--- config.mk ---
export PLATFORM = sky130hd
export DESIGN_NAME = task_switch_seq
export DESIGN_NICKNAME = d
export VERILOG_FILES = /design/src/rtl/task_switch_seq.sv
export SDC_FILE = /design/constraint.sdc
export NUM_CORES = 1
export LEC_CHECK = 0
export CAP_MARGIN = 20
export CORE_AREA = 3 3 488 490
export CTS_BUF_LIST = sky130_fd_sc_hd__clkbuf_4 sky130_fd_sc_hd__clkbuf_8
export CTS_CLUSTER_SIZE = 14
export DETAILED_ROUTE_END_ITERATION = 10
export DIE_AREA = 0 0 491 493
export MAX_ROUTING_LAYER = met4
export SYNTH_ARGS = -nofsm -noshare
export SYNTH_HDL_FRONTEND = slang
export SYNTH_SLANG_ARGS = --single-unit
--- constraint.sdc ---
create_clock -name clk -period 5.4 [get_ports clk]
set_clock_uncertainty 0.05 [all_clocks]
set_input_delay 1.08 -clock clk [delete_from_list [all_inputs] [get_ports clk]]
set_output_delay 1.08 -clock clk [all_outputs]
set_load 0.02 [all_outputs]
--- src/rtl/task_switch_seq.sv ---
module task_switch_seq #(
  parameter int MIN_LIMIT = 103,
  parameter int NT_BIT    = 14
) (
  input  logic         clk,
  input  logic         rst_n,
  input  logic         start,
  input  logic [1:0]   cause,
  input  logic [31:0]  cur_eip,
  input  logic [31:0]  cur_eflags,
  input  logic [255:0] cur_gpr,
  input  logic [95:0]  cur_seg,
  input  logic [15:0]  cur_tr_sel,
  input  logic [31:0]  cur_tr_base,
  input  logic [31:0]  cur_tr_limit,
  input  logic [15:0]  tgt_sel,
  input  logic [31:0]  tgt_base,
  input  logic [31:0]  tgt_limit,
  input  logic [3:0]   tgt_type,
  output logic         mem_valid,
  output logic         mem_we,
  output logic [31:0]  mem_addr,
  output logic [31:0]  mem_wdata,
  input  logic         mem_ready,
  input  logic [31:0]  mem_rdata,
  output logic         done,
  output logic         fault,
  output logic [31:0]  new_eip,
  output logic [31:0]  new_eflags,
  output logic [255:0] new_gpr,
  output logic [95:0]  new_seg,
  output logic [31:0]  new_cr3,
  output logic [15:0]  new_ldtr,
  output logic [15:0]  new_tr_sel,
  output logic [31:0]  new_tr_base,
  output logic [31:0]  new_tr_limit,
  output logic [3:0]   new_type,
  output logic [3:0]   old_type,
  output logic         dbg_trap
);
  localparam logic [3:0] TY_AVAIL = 4'h9;
  localparam logic [3:0] TY_BUSY  = 4'hB;
  localparam logic [4:0] SAVE_LAST = 5'd15;
  localparam logic [4:0] LOAD_LAST = 5'd18;

  typedef enum logic [2:0] {S_IDLE, S_LINKRD, S_SAVE, S_LINKWR, S_LOAD} st_t;
  st_t st;
  logic [4:0] idx;
  logic [1:0] cause_q;
  logic [31:0] sv [16];

  wire is_ret   = (cause == 2'b11);
  wire nest_q   = (cause_q == 2'b01) || (cause_q == 2'b10);
  wire ret_q    = (cause_q == 2'b11);
  wire bad_lim  = tgt_limit < 32'(MIN_LIMIT);
  wire bad_type = is_ret ? (tgt_type != TY_BUSY) : (tgt_type != TY_AVAIL);
  wire xfer     = mem_valid && mem_ready;
  wire [31:0] off = {25'd0, idx, 2'b00};

  assign mem_valid = (st != S_IDLE);
  assign mem_we    = (st == S_SAVE) || (st == S_LINKWR);

  always_comb begin
    sv[0] = cur_eip;
    sv[1] = cur_eflags;
    if (ret_q) sv[1][NT_BIT] = 1'b0;
    for (int i = 0; i < 8; i++) sv[i+2] = cur_gpr[32*i +: 32];
    for (int i = 0; i < 6; i++) sv[i+10] = {16'h0, cur_seg[16*i +: 16]};
  end

  always_comb begin
    mem_addr  = 32'h0;
    mem_wdata = 32'h0;
    case (st)
      S_LINKRD: mem_addr = cur_tr_base;
      S_SAVE: begin
        mem_addr  = cur_tr_base + 32'h20 + off;
        mem_wdata = sv[idx[3:0]];
      end
      S_LINKWR: begin
        mem_addr  = tgt_base;
        mem_wdata = {16'h0, cur_tr_sel};
      end
      S_LOAD: mem_addr = tgt_base + 32'h1C + off;
      default: ;
    endcase
  end

  always_ff @(posedge clk or negedge rst_n) begin
    if (!rst_n) begin
      st <= S_IDLE; idx <= '0; cause_q <= '0;
      done <= 1'b0; fault <= 1'b0;
      new_eip <= '0; new_eflags <= '0; new_gpr <= '0; new_seg <= '0;
      new_cr3 <= '0; new_ldtr <= '0; new_tr_sel <= '0; new_tr_base <= '0;
      new_tr_limit <= '0; new_type <= '0; old_type <= '0; dbg_trap <= 1'b0;
    end else begin
      done  <= 1'b0;
      fault <= 1'b0;
      case (st)
        S_IDLE: if (start) begin
          cause_q <= cause;
          idx     <= '0;
          if (bad_lim || bad_type) fault <= 1'b1;
          else st <= is_ret ? S_LINKRD : S_SAVE;
        end
        S_LINKRD: if (xfer) begin
          if (mem_rdata[15:0] != tgt_sel) begin
            fault <= 1'b1;
            st    <= S_IDLE;
          end else st <= S_SAVE;
        end
        S_SAVE: if (xfer) begin
          if (idx == SAVE_LAST) begin
            idx <= '0;
            st  <= nest_q ? S_LINKWR : S_LOAD;
          end else idx <= idx + 5'd1;
        end
        S_LINKWR: if (xfer) st <= S_LOAD;
        S_LOAD: if (xfer) begin
          case (idx)
            5'd0: new_cr3 <= mem_rdata;
            5'd1: new_eip <= mem_rdata;
            5'd2: begin
              new_eflags <= mem_rdata;
              if (nest_q) new_eflags[NT_BIT] <= 1'b1;
            end
            5'd17: new_ldtr <= mem_rdata[15:0];
            5'd18: dbg_trap <= mem_rdata[0];
            default: ;
          endcase
          for (int i = 0; i < 8; i++)
            if (idx == 5'(i + 3)) new_gpr[32*i +: 32] <= mem_rdata;
          for (int i = 0; i < 6; i++)
            if (idx == 5'(i + 11)) new_seg[16*i +: 16] <= mem_rdata[15:0];
          if (idx == LOAD_LAST) begin
            st           <= S_IDLE;
            done         <= 1'b1;
            new_tr_sel   <= tgt_sel;
            new_tr_base  <= tgt_base;
            new_tr_limit <= tgt_limit;
            new_type     <= TY_BUSY;
            old_type     <= nest_q ? TY_BUSY : TY_AVAIL;
          end else idx <= idx + 5'd1;
        end
        default: st <= S_IDLE;
      endcase
    end
  end


  req_hold_chk: assert property (@(posedge clk) disable iff (!rst_n)
    mem_valid && !mem_ready |=> mem_valid && $stable(mem_addr) && $stable(mem_we) && $stable(mem_wdata));


  done_pulse_chk: assert property (@(posedge clk) disable iff (!rst_n)
    done |=> !done);


  write_window_chk: assert property (@(posedge clk) disable iff (!rst_n)
    mem_valid && mem_we |-> (mem_addr == tgt_base) ||
      ((mem_addr - cur_tr_base) >= 32'h20 && (mem_addr - cur_tr_base) <= 32'h5C));


  busy_reject_chk: assert property (@(posedge clk) disable iff (!rst_n)
    st == S_IDLE && start && cause != 2'b11 && tgt_type == TY_BUSY |=> fault && !mem_valid);


  nest_flag_chk: assert property (@(posedge clk) disable iff (!rst_n)
    done && nest_q |-> new_eflags[NT_BIT]);


  limit_reject_chk: assert property (@(posedge clk) disable iff (!rst_n)
    st == S_IDLE && start && bad_lim |=> fault && !mem_valid);
endmodule

; ---- Word-level counts from Yosys, hierarchy flattened
; Index checks and enable logic that the tools add are counted.
[word_totals]
word_cells = 140
input_bits = 618
output_inout_bits = 621
ff_bits = 562
[op_classes]
addsub = 5
n_reduce_logical = 30
bitwise_logic = 1
n_lt_le_gt_ge = 2
n_mux = 35
n_eq_ne = 38
[op_table]
columns = cell, n
row1 = binary-select mux 32 bit (select 4 bit), 1
row2 = one-hot mux 32 bit (4 select lines), 1
row3 = adder 32 x 7 -> 32 bit, 2
row4 = 2-to-1 mux 32 bit, 2
row5 = one-hot mux 32 bit (2 select lines), 1
row6 = AND reduction 3 bit, 19
row7 = "equality test 5 x 4 -> 1 bit, second input constant", 8
row8 = "adder 32 x 5 -> 32 bit, second input constant", 1
row9 = "adder 32 x 6 -> 32 bit, second input constant", 1
row10 = "less-than comparator 32 x 7 -> 1 bit, second input constant", 1
row11 = 2-to-1 mux 3 bit, 9
row12 = 2-to-1 mux 5 bit, 5
row13 = "equality test 5 x 3 -> 1 bit, second input constant", 4
row14 = != test 16 bit, 1
row15 = "!= test 2 bit, second input constant", 8
row16 = "equality test 5 bit, second input constant", 3
row17 = one-hot mux 3 bit (5 select lines), 1
row18 = one-hot mux 5 bit (3 select lines), 1
row19 = "equality test 5 x 2 -> 1 bit, second input constant", 2
row20 = 2-to-1 mux 1 bit, 10
row21 = "!= test 4 bit, second input constant", 2
row22 = AND reduction 8 bit, 1
row23 = "equality test 2 bit, second input constant", 3
row24 = "equality test 3 x 2 -> 1 bit, second input constant", 2
row25 = 17 further kinds, 22

; ---- Logic depth before layout (Yosys ltp)
[logic_depth]
word_depth = 6
depth_mapped = 16
ltp_nobuf = 11

; ---- Least setup slack after synthesis
; No wires, ideal clock.
[synth_timing]
path_kind = flip-flop to output port
startpoint = reg idx[0]
endpoint = out mem_addr[15]
stages_incl_launch_ff = 17
slack_ps = 805
required_ps = 4270
path_buffers = 5
arrival_time_ps = 3465
cell_sequence = dfrtp_1 > buf_4 > buf_4 > buf_4 > buf_4 > buf_4 > inv_1 > ha_1 > inv_1 > ha_1 > fa_1 > a211oi_1 > o21bai_1 > nand4_1 > nor3_1 > xnor2_1 > o221ai_1
[synth_between]
elab_chain_len = 2
word_cells_on_any_way = 3
cone_classes = add/sub: 2 / mux: 1
[synth_rtl]
columns = item, line_no
row1 = from (decl), 48  ; logic [4:0] idx;
row2 = from (signal assigned), 116  ; end else idx <= idx + 5'd1;
row3 = from (signal assigned), 143  ; end else idx <= idx + 5'd1;
row4 = "adder 32 x 7 -> 32 bit, on equally long branches", "84, 77"
row5 = one-hot mux 32 bit (4 select lines) (*), 74  ; case (st)
row6 = to (decl), 22  ; output logic [31:0] mem_addr,
; Every way passes the cells marked *; elsewhere a longest branch is shown, timed or not.

; ---- Worst setup path after layout
[layout_timing]
startpoint = in cur_tr_base[3]
endpoint = out mem_addr[15]
[layout_between]
elab_chain_len = 3
[layout_rtl]
columns = item, line_no
row1 = from (decl), 14  ; input logic [31:0] cur_tr_base,
row2 = adder 32 x 6 -> 32 bit, 77  ; mem_addr = cur_tr_base + 32'h20 + off;
row3 = adder 32 x 7 -> 32 bit, 77
row4 = one-hot mux 32 bit (4 select lines), 74
; No other way between the ends.

==> results.py <==
metrics = {
    "status": {
        "outcome": "complete, no violations",
    },
    "synth": {
        "ys_ff_latch": 559,
        "yosys.area.top_type": "dfrtp_1",
        "ys_warn_count": 0,
        "yosys-top-cells-area": "dfrtp_1 51%, mux2_2 17%, mux4_2 8.4%",
        "synthArstFlopShare_pct": 100,
        "ys_seq_area_share_pct": 51.3,
        "netlist_instances": 2165,
        "syn_avg_cell_area_um2": 12.6,
        "syn_area_um2": 27300,
        "synth_edf_count": 0,
        "yosysTopAreaCellShare_pct": 51.3,
        "synthFlopType": "dfrtp_1",
        "synth_cell_types": 64,
    },
    "grt": {
        "grtUsageMet1_pct": 19.5,
        "busiest_layer": "met2",
        "grt_util_met3_pct": 4.77,
        "grt_max_degree": 154,
        "grt_first_pass_wirelength_mm": 244,
        "antenna_found_initial": 89,
        "grt_usage_pct": 15.4,
        "grt_pass1_vias": 25600,
        "grt_remaining_overflow": 0,
        "global_route.usage.met2_pct": 23.5,
    },
    "die": {
        "die_w_um": 491,
        "io_pins": 1239,
        "die_area_um2": 242000,
        "initial_core_util_pct": 11.6,
        "die-height_um": 493,
        "rows": 178,
        "core_um2": 235000,
    },
    "power_and_ir_drop": {
        "peakVddDrop_v": 0.000202,
        "cellLeakagePower_nw": 19.9,
        "powerDensity_nw_per_um2": 379,
    },
    "worst_setup_path": {
        "path_cells": "clkdlybuf4s50_1 -> ha_1 -> ha_1 -> fa_1 -> a211oi_1 -> buf_4 -> o21ba_2 -> buf_4 -> nor3_1 -> xor2_1 -> nand2_1 -> o221ai_1 -> dlygate4sd2_1",
        "critPathSlowestCell": "clkdlybuf4s50_1",
        "cpPeakStageDelay_ps": 510,
        "crit_fanout": 6,
        "cp.buffers_inverters": 4,
        "worstPathArrival_ps": 4210,
        "cp-start-kind": "primary input",
        "crit_path_end_kind": "output port",
        "crit_family": "buffers and inverters",
        "required_ps": 4270,
        "worstSetupPathType": "primary input to output port",
    },
    "hold_path": {
        "hold_path_class": "primary input to asynchronous set/reset pin",
    },
    "detailed_routing": {
        "vias": 24700,
        "drt_iter0_markers": 1728,
        "wl_mm": 188,
        "drt_pass1_iterations": 7,
        "post_drt_wl_per_cell_um": 28.1,
        "via_per_inst": 3.69,
        "antenna_left": 0,
        "drc": 0,
    },
    "placement": {
        "hpwl_mm": 152,
        "place_ws_ps": -207,
        "gp_congestion": 0.954,
        "io_buffers": 1204,
        "placed_area_um2": 43600,
    },
    "sta": {
        "period_needed_ps": 5340,
        "slew_viol_final": 0,
        "hold_violations": 0,
        "tightestPinTransition_ps": 1120,
        "fin_crit_sh_pct": 99.0,
        "setup_tns_ps": 0,
        "setup_viol": 0,
        "fmax_mhz": 187,
        "timing.final.ws_setup_ps": 55.8,
        "relSlewSlack_pct": 25.3,
        "timing.hold.ws_ps": 204,
    },
    "clock_network": {
        "postCtsSetupRepairBufs": 0,
        "cts_tree": "done",
        "numCtsBuffers": 103,
        "clk-insertion-delay-late_ps": 830,
        "clk_pin_slew_ps": 70,
        "clock_path_buffers": 3,
        "ctsHoldBuffers": 0,
        "h-tree-depth": 3,
        "clkSinkCount": 559,
        "root_buffer": "clkbuf_8",
    },
    "cells_and_area": {
        "drive_above_1_share_pct": 25.9,
        "design_area_um2": 46000,
        "nFillCells": 25600,
        "area_growth_pct": 68.6,
        "nNetsFinal": 4089,
    },
    "run": {
        "max_cap_violations": 0,
    },
}
-- metal layers --
| metal | vias to the layer above | wire (µm) |
|---|---|---|
| met5 | - | 0 |
| met4 | 0 | 6030 |
| met3 | 217 | 16800 |
| met2 | 1432 | 83300 |
| met1 | 12700 | 82300 |
| li1 | 10400 | - |
-- power by group --
group | total [mW] | internal (mW) | switching, mW
combinational | 7.77 | 3.45 | 4.32
sequential | 5.31 | 4.89 | 0.413
clock | 4.36 | 2.43 | 1.93
total | 17.4 | 10.8 | 6.66
-- cells by family after synthesis --
logic type               Yosys count  share of synthesized area (%)
adder cells (fa/ha/maj)           29                           1.39
flip-flops                       559                           51.3
XOR/XNOR                          49                           1.57
AO/OA/AOI/OAI                    185                           4.56
other                              1                         0.0138
buffers and inverters            200                           3.01
AND/OR/NAND/NOR                  515                           8.29
multiplexers                     627                           29.9
-- repair_timing --
action                     CTS  global route
pin swaps                    0             1
resized for setup           19            14
setup endpoints to repair   28            14
cloned                       1             0
-- cells in the final DEF, fill, tap and decap left out, types with 10 or more instances in the layout --
cell type        instances
a21oi_1                 22
dlygate4sd2_1           12
o22ai_1                 10
mux2_2                 414
o22a_1                  17
a22oi_1                 13
xor2_1                  36
buf_4                  147
clkdlybuf4s50_1       1154
clkinv_2                10
diode_2                 39
clkbuf_8               120
nor2_1                  54
nor3_1                  20
dfrtp_1                554
o21ai_0                 55
mux4_2                 102
nand3_1                 36
nand4_1                 19
mux2_1                  54
clkbuf_4                38
nor4_1                  14
xnor2_1                 13
buf_2                   17
mux2i_1                 57
ha_1                    27
inv_1                   22
nand2_1                317
a21o_1                  14
-- per-stage QoR --
step	instances	utilization [%]	total power, mW
after floorplan	2166	-	8.86
after detailed placement	6486	18.6	13.2
final	6705	19.6	17.4
after CTS	6666	19.5	17.7
after global routing	6693	19.6	18.3
after global placement	6485	18.6	13.2
-- registers in the layout (all words and copies together) (netlist names) --
| register | cells |
|---|---|
| st | 3 |
| new_eflags | 32 |
| fault | 1 |
| new_gpr | 256 |
| new_seg | 96 |
| cause_q | 2 |
| done | 1 |
| dbg_trap | 1 |
| new_eip | 32 |
| old_type | 2 |
| new_ldtr | 16 |
| new_tr_limit | 32 |
| new_tr_sel | 16 |
| new_tr_base | 32 |
| idx | 5 |
| new_cr3 | 32 |
-- Yosys cell counts, types with 3 or more instances --
| library cell | count |
|---|---|
| ha_1 | 27 |
| buf_4 | 12 |
| dfrtp_1 | 559 |
| mux2_1 | 54 |
| clkbuf_1 | 110 |
| nor3_2 | 3 |
| a221oi_1 | 3 |
| o221ai_1 | 8 |
| nor2b_1 | 6 |
| a211o_1 | 3 |
| a21o_1 | 14 |
| buf_1 | 33 |
| nand2b_1 | 4 |
| a21oi_1 | 22 |
| nor2_1 | 56 |
| o211ai_1 | 3 |
| nor4b_1 | 3 |
| mux2_2 | 414 |
| a31oi_1 | 6 |
| nor3_1 | 20 |
| nor4_1 | 15 |
| and4_1 | 5 |
| and2_1 | 3 |
| nand4_1 | 19 |
| a22oi_1 | 13 |
| xnor2_1 | 13 |
| inv_1 | 22 |
| xor2_1 | 36 |
| o22a_1 | 17 |
| o22ai_1 | 10 |
| mux4_2 | 102 |
| o21bai_1 | 3 |
| o21ai_0 | 56 |
| nand2_1 | 329 |
| a211oi_1 | 7 |
| buf_2 | 20 |
| inv_2 | 3 |
| nand3_1 | 37 |
| and3_1 | 5 |
| mux2i_1 | 57 |
-- layout make-up --
type / instances / area [µm²] / area share, %
antenna: 39 / 97.6 / 0.212
clock buffer: 158 / 1940 / 4.21
clock inverter: 21 / 229 / 0.498
inverter: 25 / 95.1 / 0.207
multi-input combinational: 1407 / 12600 / 27.3
sequential: 559 / 14000 / 30.5
tap: 3150 / 3940 / 8.58
timing repair buffer: 1346 / 13100 / 28.5
-- worst reg2reg max path: stages, from the launching register on --
cell	delay [ps]
dfrtp_2	540
buf_4	310
nor3b_4	260
buf_4	380
nand2_1	250
nor3_2	530
nand3_2	790
mux2_1	670
-- worst paths after layout --
path | endpoint | start | slack [ps] | depth (start not counted)
max | mem_addr[15] | cur_tr_base[3] | 60 | 13
min | new_eflags[14] | rst_n | 200 | 1
max reg2reg | new_ldtr[5] | st[0] | 1470 | 7
min reg2reg | new_tr_base[16] | new_tr_base[16] | 430 | 2
max in group asynchronous | new_gpr[247] | rst_n | 3800 | 2
min in group clk | new_tr_base[16] | new_tr_base[16] | 430 | 2
(Power assumes the default switching activity.)
